### src/rtl/ldu_pkg.sv
package ldu_pkg;

   // number of source operands compared per decoded instruction
   localparam int unsigned LDU_NUM_SRC = 2;

   // bubble mux implementation variants
   localparam int unsigned LDU_MUX_TERNARY = 0;
   localparam int unsigned LDU_MUX_ANDMASK = 1;

   // OR-reduce a vector of per-source hit flags
   function automatic logic ldu_any(input logic [LDU_NUM_SRC-1:0] hits);
      return |hits;
   endfunction

endpackage

### src/rtl/ldu_src_match.sv
module ldu_src_match #(
   parameter int unsigned REG_AW = 5
) (
   input  logic [REG_AW-1:0] src_i,
   input  logic [REG_AW-1:0] dst_i,
   input  logic              load_i,
   output logic              hit_o
);

   if (REG_AW < 1) begin : g_bad_aw
      $error("ldu_src_match: REG_AW must be at least 1");
   end

   logic same_reg;

   always_comb begin
      same_reg = (src_i == dst_i);
      hit_o    = load_i & same_reg;
   end

endmodule

### src/rtl/ldu_bubble_mux.sv
module ldu_bubble_mux #(
   parameter int unsigned CTRL_W    = 9,
   parameter int unsigned MUX_STYLE = 0
) (
   input  logic [CTRL_W-1:0] ctrl_i,
   input  logic              kill_i,
   output logic [CTRL_W-1:0] ctrl_o
);

   import ldu_pkg::*;

   if (CTRL_W < 1) begin : g_bad_w
      $error("ldu_bubble_mux: CTRL_W must be at least 1");
   end

   if (MUX_STYLE == LDU_MUX_ANDMASK) begin : g_andmask
      logic [CTRL_W-1:0] keep_mask;
      always_comb begin
         keep_mask = {CTRL_W{~kill_i}};
         ctrl_o    = ctrl_i & keep_mask;
      end
   end else if (MUX_STYLE == LDU_MUX_TERNARY) begin : g_ternary
      always_comb begin
         ctrl_o = kill_i ? '0 : ctrl_i;
      end
   end else begin : g_bad_style
      $error("ldu_bubble_mux: unknown MUX_STYLE");
      assign ctrl_o = '0;
   end

endmodule

### src/rtl/ldu_ctrl_stage.sv
module ldu_ctrl_stage #(
   parameter int unsigned CTRL_W = 9
) (
   input  logic              clk,
   input  logic              rst_n,
   input  logic [CTRL_W-1:0] d_i,
   output logic [CTRL_W-1:0] q_o
);

   logic [CTRL_W-1:0] q_r;

   always_ff @(posedge clk) begin
      if (!rst_n) begin
         q_r <= '0;
      end else begin
         q_r <= d_i;
      end
   end

   assign q_o = q_r;

endmodule

### src/rtl/ldu_stall_unit.sv
module ldu_stall_unit #(
   parameter int unsigned REG_AW    = 5,
   parameter int unsigned CTRL_W    = 9,
   parameter int unsigned MUX_STYLE = 0
) (
   input  logic              clk,
   input  logic              rst_n,
   input  logic [REG_AW-1:0] dec_rs_i,
   input  logic [REG_AW-1:0] dec_rt_i,
   input  logic [CTRL_W-1:0] dec_ctrl_i,
   input  logic              ex_load_i,
   input  logic [REG_AW-1:0] ex_dst_i,
   output logic              pc_wr_en_o,
   output logic              ifid_wr_en_o,
   output logic              bubble_o,
   output logic [CTRL_W-1:0] ex_ctrl_o
);

   import ldu_pkg::*;

   localparam int unsigned NSRC = LDU_NUM_SRC;

   if (REG_AW < 1 || REG_AW > 8) begin : g_bad_aw
      $error("ldu_stall_unit: REG_AW out of range 1..8");
   end
   if (CTRL_W < 1) begin : g_bad_cw
      $error("ldu_stall_unit: CTRL_W must be at least 1");
   end

   logic [REG_AW-1:0] src_vec [NSRC];
   logic [NSRC-1:0]   src_hit;
   logic              stall;
   logic [CTRL_W-1:0] ctrl_muxed;

   assign src_vec[0] = dec_rs_i;
   assign src_vec[1] = dec_rt_i;

   for (genvar gi = 0; gi < NSRC; gi++) begin : g_src
      ldu_src_match #(.REG_AW(REG_AW)) u_match (
         .src_i  (src_vec[gi]),
         .dst_i  (ex_dst_i),
         .load_i (ex_load_i),
         .hit_o  (src_hit[gi])
      );
   end

   assign stall = ldu_any(src_hit);

   ldu_bubble_mux #(.CTRL_W(CTRL_W), .MUX_STYLE(MUX_STYLE)) u_mux (
      .ctrl_i (dec_ctrl_i),
      .kill_i (stall),
      .ctrl_o (ctrl_muxed)
   );

   ldu_ctrl_stage #(.CTRL_W(CTRL_W)) u_exreg (
      .clk   (clk),
      .rst_n (rst_n),
      .d_i   (ctrl_muxed),
      .q_o   (ex_ctrl_o)
   );

   assign pc_wr_en_o   = ~stall;
   assign ifid_wr_en_o = ~stall;
   assign bubble_o     = stall;

endmodule

### config.mk
export PLATFORM = sky130hd
export DESIGN_NAME = ldu_stall_unit
export DESIGN_NICKNAME = d
export VERILOG_FILES = /design/src/rtl/ldu_pkg.sv /design/src/rtl/ldu_src_match.sv /design/src/rtl/ldu_bubble_mux.sv /design/src/rtl/ldu_ctrl_stage.sv /design/src/rtl/ldu_stall_unit.sv
export SDC_FILE = /design/constraint.sdc
export NUM_CORES = 1
export LEC_CHECK = 0
export ABC_AREA = 1
export ABC_CLOCK_PERIOD_IN_PS = 1300
export BUFFER_PORTS_ARGS = -buffer_cell sky130_fd_sc_hd__buf_2
export CORE_MARGIN = 4
export CORE_UTILIZATION = 38
export CTS_CLUSTER_SIZE = 8
export DETAILED_ROUTE_END_ITERATION = 10
export PLACE_DENSITY = 0.83
export SYNTH_ARGS = -nofsm -noshare
export SYNTH_HDL_FRONTEND = slang
export SYNTH_HIERARCHICAL = 1
export SYNTH_SLANG_ARGS = --single-unit
### constraint.sdc
create_clock -name clk -period 1.3 [get_ports clk]
set_input_delay 0.195 -clock clk [delete_from_list [all_inputs] [get_ports clk]]
set_output_delay 0.195 -clock clk [all_outputs]
set_load 0.005 [all_outputs]
==> results.json <==
{
  "use_met1": 0.0984,
  "place_congestion": 0.743,
  "largest_reg_flops": 9,
  "path_class": "in -> out",
  "synth_area_per_cell_um2": 5.78,
  "maxCapViolCount": 0,
  "ir_drop_mv": 0.241,
  "wl_per_cell_um": 7.35,
  "ant_nets": 0,
  "layout.nets": 162,
  "io_pins": 39,
  "synth_area_leaders": "dfxtp_1, inv_1, nand2_1",
  "fp.dieW_um": 45.8,
  "track_usage": 0.106,
  "slew_viol_final": 0,
  "critPathLaunchType": "input port",
  "hold_violations": 0,
  "slowest_stage": "buf_2",
  "top_usage_layer": "met2",
  "root_buffer": "clkbuf_4",
  "grt-ovfl-total": 0,
  "slowest_delay_ns": 0.11,
  "critical_path.cell_chain": "buf_2 -> inv_1 -> nand2_1 -> nand2_1 -> nor2_1 -> nand2_1 -> nor2_2 -> inv_1 -> nand2_1 -> buf_2",
  "critPathRequiredTime_ns": 1.11,
  "yosysTopAreaCell": "dfxtp_1",
  "vias": 584,
  "cp-end-kind": "output pin",
  "p_leak_uw": 0.000547,
  "clkTransAtPathRegs_ns": 0.06,
  "final_cell_mix": "buf_2, inv_1, nand2_1, nor2_1, dfxtp_1",
  "first_pass_iters": 4,
  "final-setup-viol-count": 0,
  "cp_common_cell": "nand2_1",
  "dieArea_um2": 2100,
  "rsz0062_at_grt": "no",
  "cts_buffers": 3,
  "synth_top_area_share": 0.332,
  "cts_num_sinks": 9,
  "cts_hold_buf": 0,
  "synth.net_count": 121,
  "first_global_vias": 443,
  "hp-start": "rst_n",
  "viasPerCell": 3.92,
  "yosysUniqueCellTypes": 8,
  "yosysWarnings": 6,
  "grt_pass1_wl_mm": 1.53,
  "dieHeight_um": 45.8,
  "ys_seq_elements": 9,
  "power_density_nw_per_um2": 850,
  "port_buffers": 38,
  "min_period_over_period": 0.840,
  "coreArea_um2": 1320,
  "drt_wl_total_mm": 1.10,
  "syn_area_um2": 543,
  "fill_cells": 132,
  "dp_hpwl_um": 977,
  "cp.arrival_ns": 0.90,
  "cts_max_path_buffers": 2,
  "min_path_type": "in -> reg",
  "path_max_fanout": 4,
  "diodes": 0,
  "rows": 13,
  "groute.layer.met2.usage": 0.192,
  "final_cell_count_no_fill": 149,
  "final_common_cell": "buf_2",
  "htreeDepth": 1,
  "finalSetupTns_ns": 0,
  "min_path_cells": 3,
  "cts_tree": "yes",
  "antenna_found_initial": 0,
  "place_inst": 145,
  "hold_end": "u_exreg/q_o[3]",
  "period_minus_slack_ns": 1.09,
  "status": "completed",
  "grt_max_degree": 10,
  "synth_seq_area_share": 0.332,
  "worst_pin_slew_ns": 0.139,
  "area_delta_synth_final_pct": 39.2,
  "gr-usage-met3": 0.0119,
  "ctsResizeCount": 0,
  "initial_utilization": 0.412,
  "drt-initial-drc-count": 7,
  "drc": 0,
  "post_cts_buffers": 0,
  "max_slew_margin": 0.907,
  "fmax_mhz": 915,
  "syn_inst": 94,
  "drive_gt1_frac": 0.328
}
kinds of logic after synthesis:
family	share of synthesized area
buffers and inverters	0.263
AND/OR/NAND/NOR	0.341
flip-flops	0.332
XOR/XNOR	0.0645
area by class of cell:
cell class	instances	area [um^2]	area share
clock buffers	4	26.3	0.0348
inverters	30	113	0.149
well taps	15	18.8	0.0248
flip-flops and latches	9	180	0.238
multi-input cells	52	220	0.291
repair buffers	39	198	0.262
power breakdown:
| group | internal [uW] | switching, uW |
|---|---|---|
| logic | 75.2 | 71.7 |
| registers | 293 | 3.56 |
| clock network | 117 | 81.8 |
cell usage after synthesis:
| cell type | count |
|---|---|
| nand2_1 | 30 |
| dfxtp_1 | 9 |
| inv_1 | 30 |
| nor2_1 | 16 |
| buf_6 | 2 |
| buf_4 | 1 |
| nor2_2 | 2 |
| xnor2_1 | 4 |
layer usage:
layer	vias to the layer above	share of wire	wire (um)
li1	329	-	-
met5	-	0	0
met3	2	0.14	155
met1	225	0.36	399
met2	28	0.47	519
met4	0	0.018	20
worst max path at each step:
| stage | startpoint | to | slack (ns) | depth (start not counted) |
|---|---|---|---|---|
| 2_1_floorplan | dec_rs_i[0] | u_exreg/q_o[0] | 0.28 | 12 |
| 3_3_place_gp | ex_dst_i[3] | u_exreg/q_o[0] | 0.12 | 13 |
| 3_5_place_dp | ex_dst_i[3] | u_exreg/q_o[1] | 0.09 | 13 |
| 4_1_cts | ex_dst_i[3] | bubble_o | 0.19 | 10 |
| 5_1_grt | ex_dst_i[0] | bubble_o | 0.07 | 9 |
| 6_report | ex_dst_i[3] | bubble_o | 0.21 | 10 |
critical path: cells and delay by family:
kind          cells  cell delay, ns
buf+inv           4            0.30
simple gates      6            0.40
through the flow:
| stage | hold slack (ns) | power (uW) | utilization | instance area, um^2 | setup WS [ns] |
|---|---|---|---|---|---|
| after global routing | 0.246 | 680 | 0.574 | 756 | 0.0740 |
| after detailed placement | 0.491 | 452 | 0.554 | 729 | 0.0948 |
| final | 0.227 | 643 | 0.574 | 756 | 0.208 |
| after floorplan | 0.371 | 384 | - | 543 | 0.280 |
| after global placement | 0.483 | 447 | 0.554 | 729 | 0.117 |
| after CTS | 0.216 | 658 | 0.574 | 756 | 0.189 |
(Power assumes the default switching activity.)
